===== config.mk =====
export PLATFORM = sky130hd
export DESIGN_NAME = sio_channel
export DESIGN_NICKNAME = d
export VERILOG_FILES = /design/src/rtl/sio_pkg.sv /design/src/rtl/sio_ctrl.sv /design/src/rtl/sio_datapath.sv /design/src/rtl/sio_channel.sv
export SDC_FILE = /design/constraint.sdc
export NUM_CORES = 1
export LEC_CHECK = 0
export ABC_CLOCK_PERIOD_IN_PS = 5500
export BUFFER_PORTS_ARGS = -buffer_cell sky130_fd_sc_hd__clkbuf_2
export CAP_MARGIN = 0
export CORE_UTILIZATION = 50
export CTS_CLUSTER_SIZE = 16
export DETAILED_ROUTE_END_ITERATION = 7
export PLACE_DENSITY = 0.69
export SYNTH_ARGS = -nofsm -noshare
export SYNTH_HDL_FRONTEND = slang
export SYNTH_SLANG_ARGS = --single-unit

===== constraint.sdc =====
create_clock -name clk -period 5.5 [get_ports clk]
set_input_delay 0.275 -clock clk [delete_from_list [all_inputs] [get_ports clk]]
set_output_delay 0.275 -clock clk [all_outputs]
set_load 0.02 [all_outputs]

===== src/rtl/sio_pkg.sv =====
package sio_pkg;

  typedef enum logic [2:0] {
    PH_IDLE,
    PH_START,
    PH_DATA,
    PH_PAR,
    PH_STOP
  } phase_t;

  // strobes from the frame sequencers to the datapath
  typedef struct packed {
    logic   txTake;      // move holding byte into the shifter
    logic   txShift;     // advance to the next data bit
    phase_t txPhase;     // which field is on the line
    logic   txPulseWin;  // inside the infrared pulse window of a bit
    logic   rxBit;       // sample a data bit
    logic   rxPar;       // sample the parity bit
    logic   rxStop;      // sample a stop bit
    logic   rxDone;      // last stop bit sampled, frame complete
  } strobe_t;

endpackage


===== src/rtl/sio_ctrl.sv =====
module sio_ctrl
  import sio_pkg::*;
#(
  parameter int OVS         = 16,
  parameter int DATA_W      = 8,
  parameter int PULSE_TICKS = 3
) (
  input  logic    clk,
  input  logic    rstN,
  input  logic    tick,
  input  logic    txPending,
  input  logic    rxLine,
  input  logic    len8,
  input  logic    stop2,
  input  logic    parEn,
  output strobe_t stb
);
  localparam int SUB_W = $clog2(OVS);
  localparam int CNT_W = $clog2(DATA_W);
  localparam logic [SUB_W-1:0] SUB_LAST = SUB_W'(OVS - 1);
  localparam logic [SUB_W-1:0] SUB_MID  = SUB_W'(OVS / 2 - 1);

  logic [CNT_W-1:0] lastBit;
  phase_t afterData;
  assign lastBit   = len8 ? CNT_W'(DATA_W - 1) : CNT_W'(DATA_W - 2);
  assign afterData = parEn ? PH_PAR : PH_STOP;

  // transmit sequencer
  phase_t           txPh;
  logic [SUB_W-1:0] txSub;
  logic [CNT_W-1:0] txBits;

  always_ff @(posedge clk or negedge rstN) begin
    if (!rstN) begin
      txPh   <= PH_IDLE;
      txSub  <= '0;
      txBits <= '0;
    end else if (txPh == PH_IDLE) begin
      if (txPending) begin
        txPh   <= PH_START;
        txSub  <= '0;
        txBits <= '0;
      end
    end else if (tick) begin
      if (txSub != SUB_LAST) begin
        txSub <= txSub + 1'b1;
      end else begin
        txSub <= '0;
        case (txPh)
          PH_START: begin
            txPh   <= PH_DATA;
            txBits <= '0;
          end
          PH_DATA: begin
            if (txBits == lastBit) begin
              txPh   <= afterData;
              txBits <= '0;
            end else begin
              txBits <= txBits + 1'b1;
            end
          end
          PH_PAR: begin
            txPh   <= PH_STOP;
            txBits <= '0;
          end
          default: begin
            if (stop2 && txBits == '0) txBits <= CNT_W'(1);
            else txPh <= PH_IDLE;
          end
        endcase
      end
    end
  end

  // receive sequencer
  phase_t           rxPh;
  logic [SUB_W-1:0] rxSub;
  logic [CNT_W-1:0] rxBits;

  always_ff @(posedge clk or negedge rstN) begin
    if (!rstN) begin
      rxPh   <= PH_IDLE;
      rxSub  <= '0;
      rxBits <= '0;
    end else if (tick) begin
      case (rxPh)
        PH_IDLE: begin
          if (!rxLine) begin
            rxPh  <= PH_START;
            rxSub <= '0;
          end
        end
        PH_START: begin
          if (rxSub == SUB_MID) begin
            rxSub  <= '0;
            rxBits <= '0;
            rxPh   <= rxLine ? PH_IDLE : PH_DATA;
          end else begin
            rxSub <= rxSub + 1'b1;
          end
        end
        default: begin
          if (rxSub != SUB_LAST) begin
            rxSub <= rxSub + 1'b1;
          end else begin
            rxSub <= '0;
            case (rxPh)
              PH_DATA: begin
                if (rxBits == lastBit) begin
                  rxPh   <= afterData;
                  rxBits <= '0;
                end else begin
                  rxBits <= rxBits + 1'b1;
                end
              end
              PH_PAR: begin
                rxPh   <= PH_STOP;
                rxBits <= '0;
              end
              default: begin
                if (stop2 && rxBits == '0) rxBits <= CNT_W'(1);
                else rxPh <= PH_IDLE;
              end
            endcase
          end
        end
      endcase
    end
  end

  logic rxSample;
  assign rxSample = tick && (rxSub == SUB_LAST) &&
                    (rxPh == PH_DATA || rxPh == PH_PAR || rxPh == PH_STOP);

  always_comb begin
    stb.txTake     = (txPh == PH_IDLE) && txPending;
    stb.txShift    = tick && (txPh == PH_DATA) && (txSub == SUB_LAST);
    stb.txPhase    = txPh;
    stb.txPulseWin = (txPh != PH_IDLE) && (txSub < SUB_W'(PULSE_TICKS));
    stb.rxBit      = rxSample && (rxPh == PH_DATA);
    stb.rxPar      = rxSample && (rxPh == PH_PAR);
    stb.rxStop     = rxSample && (rxPh == PH_STOP);
    stb.rxDone     = rxSample && (rxPh == PH_STOP) && (!stop2 || rxBits != '0);
  end

endmodule


===== src/rtl/sio_datapath.sv =====
module sio_datapath
  import sio_pkg::*;
#(
  parameter int OVS      = 16,
  parameter int DATA_W   = 8,
  parameter int RX_DEPTH = 2,
  parameter int SYNC     = 2
) (
  input  logic              clk,
  input  logic              rstN,
  input  logic              srcSel,
  input  logic              timerTick,
  input  logic              extClk,
  input  logic              rxPin,
  input  logic              irEn,
  input  logic              len8,
  input  logic              parOdd,
  input  logic              parEn,
  input  logic [DATA_W-1:0] txData,
  input  logic              txValid,
  output logic              txReady,
  output logic [DATA_W-1:0] rxData,
  output logic              rxValid,
  input  logic              rxReady,
  input  logic              errClr,
  output logic              ovrErr,
  output logic              frmErr,
  output logic              parErr,
  output logic              txPin,
  input  strobe_t           stb,
  output logic              tick,
  output logic              txPending,
  output logic              rxLine
);
  localparam int SUB_W = $clog2(OVS);
  localparam int PTR_W = (RX_DEPTH > 1) ? $clog2(RX_DEPTH) : 1;
  localparam int QCNT_W = $clog2(RX_DEPTH + 1);

  // input synchronisers and tick source
  logic [SYNC-1:0] extSy, rxSy;
  logic            extPrev, irPrev;

  always_ff @(posedge clk or negedge rstN) begin
    if (!rstN) begin
      extSy   <= '0;
      rxSy    <= '1;
      extPrev <= 1'b0;
      irPrev  <= 1'b1;
    end else begin
      extSy   <= {extSy[SYNC-2:0], extClk};
      rxSy    <= {rxSy[SYNC-2:0], rxPin};
      extPrev <= extSy[SYNC-1];
      irPrev  <= rxSy[SYNC-1];
    end
  end

  assign tick = srcSel ? (extSy[SYNC-1] & ~extPrev) : timerTick;

  // infrared demodulator: stretch each pulse to one bit of low line
  logic [SUB_W:0] irCnt;
  logic           irRise;
  assign irRise = rxSy[SYNC-1] & ~irPrev;

  always_ff @(posedge clk or negedge rstN) begin
    if (!rstN) irCnt <= '0;
    else if (irRise) irCnt <= (SUB_W + 1)'(OVS);
    else if (tick && irCnt != '0) irCnt <= irCnt - 1'b1;
  end

  assign rxLine = irEn ? (irCnt == '0) : rxSy[SYNC-1];

  // transmit holding register and shifter
  logic [DATA_W-1:0] txHold, txSh, holdMasked;
  logic              txFull, txParBit, bitVal;

  assign holdMasked = len8 ? txHold : {1'b0, txHold[DATA_W-2:0]};
  assign txReady    = !txFull;
  assign txPending  = txFull;

  always_ff @(posedge clk or negedge rstN) begin
    if (!rstN) begin
      txHold   <= '0;
      txFull   <= 1'b0;
      txSh     <= '0;
      txParBit <= 1'b0;
    end else begin
      if (txValid && !txFull) begin
        txHold <= txData;
        txFull <= 1'b1;
      end else if (stb.txTake) begin
        txFull <= 1'b0;
      end
      if (stb.txTake) begin
        txSh     <= holdMasked;
        txParBit <= parOdd ^ (^holdMasked);
      end else if (stb.txShift) begin
        txSh <= {1'b0, txSh[DATA_W-1:1]};
      end
    end
  end

  always_comb begin
    case (stb.txPhase)
      PH_START: bitVal = 1'b0;
      PH_DATA:  bitVal = txSh[0];
      PH_PAR:   bitVal = txParBit;
      default:  bitVal = 1'b1;
    endcase
  end

  assign txPin = irEn ? (!bitVal && stb.txPulseWin) : bitVal;

  // receive shifter and frame checks
  logic [DATA_W-1:0] rxSh, rxByte;
  logic              rxParBit, frmBad, frmNow, parNow;

  assign rxByte = len8 ? rxSh : {1'b0, rxSh[DATA_W-1:1]};
  assign frmNow = stb.rxDone && (frmBad || !rxLine);
  assign parNow = stb.rxDone && parEn && (rxParBit != (parOdd ^ (^rxByte)));

  always_ff @(posedge clk or negedge rstN) begin
    if (!rstN) begin
      rxSh     <= '0;
      rxParBit <= 1'b0;
      frmBad   <= 1'b0;
    end else begin
      if (stb.rxBit) rxSh <= {rxLine, rxSh[DATA_W-1:1]};
      if (stb.rxPar) rxParBit <= rxLine;
      if (stb.rxDone) frmBad <= 1'b0;
      else if (stb.rxStop && !rxLine) frmBad <= 1'b1;
    end
  end

  // receive queue
  logic [DATA_W-1:0] queue [RX_DEPTH];
  logic [PTR_W-1:0]  wrPtr, rdPtr;
  logic [QCNT_W-1:0] qCount;
  logic              pop, push, drop;

  assign pop     = rxReady && (qCount != '0);
  assign push    = stb.rxDone && ((qCount != QCNT_W'(RX_DEPTH)) || pop);
  assign drop    = stb.rxDone && !push;
  assign rxValid = (qCount != '0);
  assign rxData  = queue[rdPtr];

  always_ff @(posedge clk or negedge rstN) begin
    if (!rstN) begin
      for (int i = 0; i < RX_DEPTH; i++) queue[i] <= '0;
      wrPtr  <= '0;
      rdPtr  <= '0;
      qCount <= '0;
    end else begin
      if (push) begin
        queue[wrPtr] <= rxByte;
        wrPtr        <= wrPtr + 1'b1;
      end
      if (pop) rdPtr <= rdPtr + 1'b1;
      case ({push, pop})
        2'b10:   qCount <= qCount + 1'b1;
        2'b01:   qCount <= qCount - 1'b1;
        default: qCount <= qCount;
      endcase
    end
  end

  // sticky fault flags, a new event wins over clear
  always_ff @(posedge clk or negedge rstN) begin
    if (!rstN) begin
      ovrErr <= 1'b0;
      frmErr <= 1'b0;
      parErr <= 1'b0;
    end else begin
      ovrErr <= (ovrErr && !errClr) || drop;
      frmErr <= (frmErr && !errClr) || frmNow;
      parErr <= (parErr && !errClr) || parNow;
    end
  end

endmodule


===== src/rtl/sio_channel.sv =====
module sio_channel
  import sio_pkg::*;
#(
  parameter int OVS         = 16,
  parameter int DATA_W      = 8,
  parameter int RX_DEPTH    = 2,
  parameter int SYNC        = 2,
  parameter int PULSE_TICKS = 3
) (
  input  logic              clk,
  input  logic              rstN,
  input  logic              srcSel,
  input  logic              timerTick,
  input  logic              extClk,
  input  logic              len8,
  input  logic              stop2,
  input  logic [1:0]        parMode,
  input  logic              irEn,
  input  logic [DATA_W-1:0] txData,
  input  logic              txValid,
  output logic              txReady,
  output logic [DATA_W-1:0] rxData,
  output logic              rxValid,
  input  logic              rxReady,
  input  logic              errClr,
  output logic              ovrErr,
  output logic              frmErr,
  output logic              parErr,
  output logic              irqTxEmpty,
  output logic              irqRxFull,
  output logic              irqRxErr,
  output logic              txPin,
  input  logic              rxPin
);
  strobe_t stb;
  logic    tick, txPending, rxLine;

  sio_ctrl #(
    .OVS(OVS), .DATA_W(DATA_W), .PULSE_TICKS(PULSE_TICKS)
  ) ctrl (
    .clk(clk), .rstN(rstN), .tick(tick), .txPending(txPending),
    .rxLine(rxLine), .len8(len8), .stop2(stop2), .parEn(parMode[1]),
    .stb(stb)
  );

  sio_datapath #(
    .OVS(OVS), .DATA_W(DATA_W), .RX_DEPTH(RX_DEPTH), .SYNC(SYNC)
  ) dp (
    .clk(clk), .rstN(rstN), .srcSel(srcSel), .timerTick(timerTick),
    .extClk(extClk), .rxPin(rxPin), .irEn(irEn), .len8(len8),
    .parOdd(parMode[0]), .parEn(parMode[1]), .txData(txData),
    .txValid(txValid), .txReady(txReady), .rxData(rxData),
    .rxValid(rxValid), .rxReady(rxReady), .errClr(errClr),
    .ovrErr(ovrErr), .frmErr(frmErr), .parErr(parErr), .txPin(txPin),
    .stb(stb), .tick(tick), .txPending(txPending), .rxLine(rxLine)
  );

  assign irqTxEmpty = txReady;
  assign irqRxFull  = rxValid;
  assign irqRxErr   = ovrErr | frmErr | parErr;

endmodule


======== After elaboration in Yosys (flattened, before gate mapping) ========
Index checks and enable logic that the tools add are counted.
operators by class
  $add $sub $neg .......................... 9
  magnitude comparators ................... 4
  equal/unequal tests ..................... 28
  multiplexer cells ....................... 59
  bitwise logic cells ..................... 11
  reduce and logical (&&, ||, !) cells .... 66
operators with widths
  cell                   number
  $mux W3                22
  $mux W8                8
  $pmux W3 S2            5
  $mux W4                7
  $logic_and A1 B1 Y1    26
  $bwmux W16             1
  $reduce_xor A8 Y1      2
  $reduce_bool A2 Y1     7
  $eq A3 B2 Y1 const B   4
  $logic_not A3 Y1       4
  $mux W5                2
  $reduce_and A5 Y1      2
  $pmux W3 S3            1
  $add A4 B1 Y4 const B  2
  $demux W8 S1           1
  $eq A4 B4 Y1 const B   2
  $logic_or A1 B1 Y1     8
  $mux W1                8
  $ne A4 B4 Y1 const B   2
  $pmux W4 S2            1
  $reduce_bool A4 Y1     2
  $add A3 B1 Y3 const B  2
  $eq A3 B1 Y1 const B   2
  $eq A3 B3 Y1           2
  35 further kinds       54
storage, ports and cells
  bits in registers ....................... 82

======== Logic depth before layout (Yosys ltp) ========
Gate-level depths: netlist of run 1.
  depth after elaboration ................. 11
  gate-level depth with buffers ........... 9
  gate-level depth less buffers ........... 9

======== By module ========
Synthesis of run 1 repeated with hierarchy kept, for this count alone.
unflattened totals
  cell total of the unflattened synthesis .. 374
  area total of the unflattened synthesis .. 4220.3 um^2
by module, submodules not included
  module        instances  cells each  area an instance (um^2)  seq. area each (um^2)
  sio_datapath  1          230         2829.0                   1555.2
  sio_ctrl      1          141         1370.1                   500.5
  sio_channel   1          3           21.3                     0.0

======== Least setup slack after synthesis of run 1 ========
OpenSTA, ideal clock, no wires.
  path kind ............................... reg2reg
  from .................................... reg dp.irCnt[0]
  to ...................................... reg ctrl.rxPh[0]
  data arrival time ....................... 1.893 ns
  data required time ...................... 5.396 ns
  path slack .............................. 3.503 ns
  cell stages (with the launch flop) ...... 8
  path buffers ............................ 0
  clock period less this slack ............ 1.997 ns
  cells stage by stage .................... dfrtp_1 > inv_1 > ha_1 > nor4b_1 > mux2i_1 > o21ai_2 > or3_4 > o41ai_2
between the ends
  longest elaborated chain between the ends .. 4
RTL lines
  what                         RTL line            text
  start: declaration           sio_datapath.sv:60  logic [SUB_W:0] irCnt;
  start signal: assignment     sio_datapath.sv:66  else if (irRise) irCnt <= (SUB_W + 1)'(OVS);
  start signal: assignment     sio_datapath.sv:67  else if (tick && irCnt != '0) irCnt <= irCnt - 1'b1;
  $logic_not A5 Y1             sio_datapath.sv:70  assign rxLine = irEn ? (irCnt == '0) : rxSy[SYNC-1];
  $mux W1                      sio_datapath.sv:70
  $ne A2 B2 Y1 (no line)       n/a
  $reduce_and A6 Y1 (no line)  n/a
  end signal: assignment       sio_ctrl.sv:97      rxPh <= rxLine ? PH_IDLE : PH_DATA;
  end signal: assignment       sio_ctrl.sv:110     rxPh <= afterData;
  end: declaration             sio_ctrl.sv:76      phase_t rxPh;
Every way passes these cells.
A chain may end at the register's enable or synchronous reset.

======== Final worst setup path of run 1 ========
Same ends and word-level chain as after synthesis.

==> flow_metrics.py, run 1 <==
metrics = {
    "run_status": {
        "outcome": "finished clean",
    },
    "route": {
        "wl_um": 7700,
        "drtIter0Drc": 104,
        "wl_per_cell_um": 14.9,
        "drcViolationCount": 0,
        "vias": 2862,
        "routed_via_density": 5.55,
        "postRouteAntennaNets": 0,
        "dr.pass1.iters": 4,
    },
    "worst_setup_path": {
        "required_ns": 5.75,
        "max_stage_delay_ns": 0.49,
        "critical-path-top-delay-family": "simple AND/OR/NAND/NOR gates",
        "critPathBufInv": 1,
        "worst-r2r-cell-count": 7,
        "path_max_fanout": 10,
        "worstPathArrival_ns": 2.59,
        "critPathSlowestCell": "mux2i_1",
        "timing.rr.start": "dp.irCnt[0]",
        "timing.rr.end": "ctrl.rxPh[0]",
        "startpoint_type": "flop",
        "crit_chain": "inv_1 -> ha_1 -> nor4b_1 -> mux2i_1 -> o21ai_2 -> or3_4 -> o41ai_2",
        "endpoint_kind": "flop",
        "worstSetupPathType": "flop to flop",
        "reg2reg_slack_ns": 3.17,
    },
    "timing": {
        "clock_skew_ns": 0.00969,
        "max_freq_mhz": 429,
        "finalCritPeriodShare_pct": 42.4,
        "tns_ns": 0,
        "maxSlewViolCount": 0,
        "slew_headroom_pct": 31.6,
        "hold_viol": 0,
        "setup_viol": 0,
        "finalCriticalPeriod_ns": 2.33,
        "tightest_slew_ns": 1.03,
        "rsz0062_at_grt": "false",
    },
    "clock_tree": {
        "cts.sink_count": 82,
        "cts_tree": "yes",
        "cts_buffer_depth": 2,
        "numCtsBuffers": 9,
        "clk_pin_slew_ns": 0.09,
        "cts_max_level": 3,
        "cts-hold-fix-buffers": 1,
        "clock_latency_ns": 0.35,
        "post_cts_buffers": 0,
        "cts_resized": 0,
        "cts_root_buf": "clkbuf_8",
    },
    "yosys": {
        "synthDominantCellAreaShare_pct": 47.3,
        "synth_area_leader_cell": "dfrtp_1",
        "yosysMostFrequentCell": "dfrtp_1",
        "ys_ff_latch": 82,
        "ys.flop_type": "dfrtp_1",
        "postSynthCellCount": 375,
        "synth.distinct_cells": 60,
        "ys_async_sr_fraction_pct": 100,
        "syn-num-nets": 405,
        "synth_edf_count": 0,
        "syn_avg_cell_area_um2": 11.1,
        "synth_top_cells_by_count": "dfrtp_1 (79), mux2_2 (43), nand2_1 (34)",
        "synth_seq_area_share_pct": 49.2,
        "synth_warnings": 0,
        "syn_area_um2": 4180,
        "ys_top_cells_by_area": "dfrtp_1 (47%), mux2_2 (12%), xnor2_1 (4.4%)",
    },
    "grt": {
        "grt_max_degree": 83,
        "grt_pass1_vias": 2833,
        "grt_pass1_wl_um": 13400,
        "grt_usage_pct": 19.8,
        "antenna_found_initial": 0,
        "grt_overflow": 0,
    },
    "placement": {
        "hpwlAfterDp_um": 5430,
        "io_buffers": 38,
        "gp_congestion": 0.795,
    },
    "hold_path": {
        "hold-path-endpoint": "dp.extSy[0]",
        "hp-class": "input pin to flop",
        "hp-start": "extClk",
        "min_path_cells": 1,
    },
    "floorplanning": {
        "rows": 32,
        "ios": 39,
        "die_w_um": 93.4,
        "start_util_pct": 52.9,
        "core_um2": 7890,
        "die_h_um": 93.4,
        "die-area_um2": 8720,
    },
    "layout": {
        "antenna_cells": 0,
        "final_layout_size_suffix_gt1_share_pct": 26.8,
        "syn_to_final_growth_pct": 10.8,
        "layout.nets": 439,
        "utilization_pct": 58.6,
    },
    "pwr": {
        "power_density_nw_per_um2": 429,
        "ir_worst_vdd_mv": 0.208,
        "p_leak_nw": 2.16,
    },
    "job": {
        "maxCapViolations": 0,
    },
}
==> cells by family after synthesis <==
kind of cell               count (synthesis)  share of synthesized area (%)
buffers and inverters                     34                           3.69
xor gates and xnor gates                  27                           5.99
muxes                                     55                           14.5
adders and majority gates                  8                           2.40
DFF                                       82                           49.2
AOI/OAI and AO/OA                         68                           11.0
and+or+nand+nor                          101                           13.2
==> layout make-up <==
class | count | area [um^2]
Clock inverter | 5 | 63.8
Inverter | 18 | 67.6
Multi-Input combinational cell | 259 | 1970
Tap cell | 102 | 128
Sequential cell | 82 | 2060
Clock buffer | 11 | 141
Fill cell | 675 | 3260
Timing Repair Buffer | 39 | 203
==> how the worst max path moves through the flow <==
stage,endpoint,from,depth (start not counted)
after floorplan,ctrl.rxPh[0],dp.irCnt[0],7
after global placement,ctrl.rxPh[0],dp.irCnt[0],7
after detailed placement,ctrl.rxPh[1],dp.irCnt[0],7
after CTS,ctrl.rxPh[1],dp.irCnt[0],7
after global routing,ctrl.rxPh[1],dp.irCnt[0],7
final,ctrl.rxPh[0],dp.irCnt[0],7
==> stage by stage <==
| step | total power, W | area [um^2] | setup WS [ns] | hold slack, ns | instances |
|---|---|---|---|---|---|
| final | 0.00198 | 4620 | 3.17 | 0.0304 | 516 |
| after global routing | 0.00213 | 4620 | 3.03 | 0.00632 | 516 |
| after CTS | 0.00201 | 4620 | 3.17 | 0.0230 | 516 |
| after detailed placement | 0.00155 | 4410 | 3.16 | 0.349 | 499 |
| after global placement | 0.00153 | 4410 | 3.28 | 0.342 | 499 |
| after floorplan | 0.00143 | 4180 | 3.50 | -0.0206 | 375 |
==> worst reg2reg max path, stage by stage, from the launching register on <==
cell and delay, ns:
dfrtp_1 0.39, inv_1 0.06, ha_1 0.21, nor4b_1 0.16
mux2i_1 0.49, o21ai_2 0.25, or3_4 0.40, o41ai_2 0.28
==> power breakdown <==
part,switching (W),internal (W)
registers,0.000139,0.000731
logic,0.000343,0.000325
clock network,0.000221,0.000225
==> routing by layer <==
layer	global-route usage [%]	up-vias	wire length, um
li1	-	1397	-
met1	25.7	1401	3620
met2	32.4	56	3680
met3	4.80	8	299
met4	6.92	0	111
met5	0	-	0
==> sequential cells by signal (all words and copies together) (netlist names), 2 cells and up <==
register / count
ctrl.rxPh: 3
dp.rxSh: 8
dp.extSy: 2
ctrl.rxBits: 3
dp.qCount: 2
dp.txHold: 8
dp.irCnt: 5
ctrl.txBits: 3
dp.rxSy: 2
dp.txSh: 8
ctrl.txSub: 4
ctrl.rxSub: 4
ctrl.txPh: 3
dp.queue: 16
==> cells in the final DEF, fill, tap and decap left out, types with 4 or more instances in the layout <==
cell type and count:
o21ai_0 24, xnor2_1 21, ha_1 8, nand3_1 9, nor2_1 17, xor2_1 5, clkbuf_2 37, nor2b_1 7
nand3b_1 4, mux2_2 43, a21oi_1 12, nor3_1 5, mux2i_1 12, dfrtp_1 79, inv_1 18, clkbuf_8 10
nand2_1 34
Note: power is estimated with default switching activity, not from simulation.
==> run 2: changes to the inputs <==
ABC_AREA = 1   (was not set)
ABC_CLOCK_PERIOD_IN_PS = 1900   (was 5500)
PLACE_DENSITY = 0.71   (was 0.69)
clock period = 1.9 ns   (was 5.5 ns; I/O delays follow)
==> run 2 against run 1 <==
  * Utilization grew 3.3 points
  * Power grew to 3.2 times the previous value
  * Critical path type is now flop to output port
  * Highest routed layer unchanged
  * Clock-buffer cell count fell by 2
  * Largest power group is now combinational cells
  * Hold slack better by 0.023 ns
==> flow_metrics.py, run 2 <==
metrics = {
    "pwr": {
        "power_density_nw_per_um2": 1240,
        "clock_power_share_pct": 18.1,
        "p_sw_share_pct": 41.8,
        "pwr-share-comb_pct": 41.6,
        "p_leak_nw": 2.63,
        "p_int_w": 0.00373,
        "finalPower_w": 0.00640,
        "pwr-share-seq_pct": 40.2,
        "ir_worst_vdd_mv": 0.799,
        "p_sw_w": 0.00268,
    },
    "worst_setup_path": {
        "startpoint_type": "flop",
        "timing.rr.end": "dp.qCount[1]",
        "worstPathArrival_ns": 1.76,
        "worst-r2r-cell-count": 12,
        "timing.rr.start": "ctrl.rxSub[1]",
        "required_ns": 1.80,
        "worstSetupPathType": "flop to output port",
        "path_max_fanout": 2,
        "endpoint_kind": "output port",
        "reg2reg_slack_ns": 0.09,
    },
    "route": {
        "drcViolationCount": 0,
        "routed_via_density": 4.99,
        "wl_per_cell_um": 11.7,
        "drtIter0Drc": 164,
        "dr.pass1.iters": 6,
        "wl_um": 8400,
        "postRouteAntennaNets": 0,
        "vias": 3598,
    },
    "yosys": {
        "ys.flop_type": "dfrtp_1",
        "synth_top_cells_by_count": "nand2_1 (173), dfrtp_1 (79), inv_1 (74)",
        "synth_seq_area_share_pct": 46.8,
        "synthSimpleGateAreaFrac_pct": 24.7,
        "synth-xor-area-share_pct": 2.59,
        "synth.distinct_cells": 45,
        "syn_area_um2": 4390,
        "syn_avg_cell_area_um2": 8.09,
        "synth_area_leader_cell": "dfrtp_1",
        "postSynthCellCount": 543,
        "synth_edf_count": 0,
        "yosysMostFrequentCell": "nand2_1",
        "syn-num-nets": 573,
        "synth_compound_area_share_pct": 13.2,
        "muxShareOfSynthArea_pct": 1.79,
        "ys_async_sr_fraction_pct": 100,
        "synthDominantCellAreaShare_pct": 45.0,
        "ys_top_cells_by_area": "dfrtp_1 (45%), nand2_1 (15%), inv_1 (6.3%)",
        "synth_top_family_by_area": "simple AND/OR/NAND/NOR gates",
        "synth_adder_area_share_pct": 2.28,
        "synth_warnings": 0,
        "ys_ff_latch": 82,
    },
    "layout": {
        "antenna_cells": 0,
        "nFillCells": 757,
        "largest_reg_flops": 16,
        "final_cell_mix": "nand2_1 (170), dfrtp_1 (78), inv_1 (74), o21ai_0 (47), clkbuf_2 (36)",
        "layout.nets": 641,
        "final_common_cell": "nand2_1",
        "final_layout_size_suffix_gt1_share_pct": 20.8,
        "postLayoutCellArea_um2": 5160,
        "syn_to_final_growth_pct": 17.5,
        "regMostFlops": "dp.queue",
    },
    "clock_tree": {
        "cts_max_level": 3,
        "cts_root_buf": "clkbuf_8",
        "cts.sink_count": 82,
        "numCtsBuffers": 9,
        "clk_pin_slew_ns": 0.08,
        "cts_buffer_depth": 2,
        "clock_latency_ns": 0.36,
        "cts_tree": "yes",
    },
    "timing": {
        "finalCriticalPeriod_ns": 1.86,
        "clock_skew_ns": 0.0118,
        "tns_ns": 0,
        "max_freq_mhz": 538,
        "tightest_slew_ns": 0.413,
        "slew_headroom_pct": 72.4,
        "finalCritPeriodShare_pct": 97.9,
        "hold_viol": 0,
        "setup_viol": 0,
        "maxSlewViolCount": 0,
        "fin_ws_ns": 0.0405,
        "rsz0062_at_grt": "false",
    },
    "placement": {
        "dpl_cell_area_um2": 4790,
        "gp_congestion": 0.832,
        "hpwlAfterDp_um": 6290,
        "io_buffers": 38,
        "detailedPlace.worstSlack_ns": 0.0408,
    },
    "hold_path": {
        "hold-path-endpoint": "dp.rdPtr",
        "min_path_cells": 3,
        "hp-start": "rxReady",
        "hp-class": "input pin to flop",
    },
    "grt": {
        "grt_max_degree": 36,
        "grt_usage_pct": 20.4,
        "grt_pass1_vias": 3397,
        "grt_overflow": 0,
        "antenna_found_initial": 0,
        "grt_pass1_wl_um": 14500,
    },
    "run_status": {
        "outcome": "finished clean",
    },
    "floorplanning": {
        "die_w_um": 95.7,
        "die-area_um2": 9170,
        "die_h_um": 95.7,
        "rows": 33,
        "core_um2": 8340,
        "start_util_pct": 52.7,
        "ios": 39,
    },
    "job": {
        "maxCapViolations": 0,
    },
}
-- run 2: repair_timing --
action,4_1_cts,5_1_grt
hold endpoints to repair,42,0
endpoints found under the setup margin,1,19
buffers inserted,0,2
hold buffers,13,0
pin swaps,1,2
resized for setup,3,9
-- run 2: worst max path at each step --
stage	from	endpoint	slack, ns	cells after the start
global placement	ctrl.rxSub[1]	dp.qCount[1]	0.08	12
detailed placement	ctrl.rxSub[1]	dp.qCount[1]	0.04	12
floorplan	ctrl.rxSub[0]	dp.qCount[1]	0.02	12
global route	ctrl.txSub[0]	txPin	0.004	4
finish	ctrl.txSub[0]	txPin	0.04	4
CTS	ctrl.txPh[0]	txPin	0.002	5
-- run 2: cell type report --
type / count / area (um^2) / area share [%]
timing repair buffer: 68 / 465 / 9.02
tap: 105 / 131 / 2.54
sequential: 82 / 2060 / 39.8
multi-input combinational: 369 / 2020 / 39.1
clock buffer: 9 / 124 / 2.40
clock inverter: 7 / 55.1 / 1.07
inverter: 81 / 312 / 6.03
-- run 2: cells by family (layout without fill, tap and decap cells) --
kind of cell    count (synthesis)  in the layout
fa+ha+maj                       8              8
flops                          82             82
simple gates                  246            246
mux                             7              7
buf+inv                        92            165
xor+xnor                       13             13
compound gates                 95             95
-- run 2: power by group through the flow --
stage | sequential [W] | clock (W) | combinational (W)
floorplan | 0.00250 | 0 | 0.00203
global placement | 0.00257 | 0 | 0.00248
detailed placement | 0.00260 | 0 | 0.00257
CTS | 0.00257 | 0.00119 | 0.00265
global route | 0.00263 | 0.00128 | 0.00305
finish | 0.00258 | 0.00116 | 0.00267
-- run 2: critical path, stage by stage, from the launching register on --
cell,delay (ns)
dfrtp_1,0.40
ha_1,0.21
or2_2,0.33
o41ai_4,0.27
buf_4,0.21
-- run 2: per-stage QoR --
| stage | hold slack [ns] | util (%) | cells |
|---|---|---|---|
| 2_1_floorplan | -0.201 | - | 543 |
| 3_3_place_gp | 0.0599 | 57.4 | 690 |
| 3_5_place_dp | 0.0592 | 57.4 | 690 |
| 4_1_cts | 0.0519 | 61.4 | 719 |
| 5_1_grt | 0.0540 | 61.9 | 721 |
| 6_report | 0.0536 | 61.9 | 721 |
-- run 2: layer usage --
metal / track usage [%] / up-vias / routed length (um) / part of all wire, %
met5: 0 / - / 0 / 0
met4: 6.34 / 0 / 119 / 1.4
met3: 4.42 / 11 / 283 / 3.4
met2: 35.8 / 69 / 3960 / 47
met1: 25.2 / 1665 / 4040 / 48
li1: - / 1853 / - / -
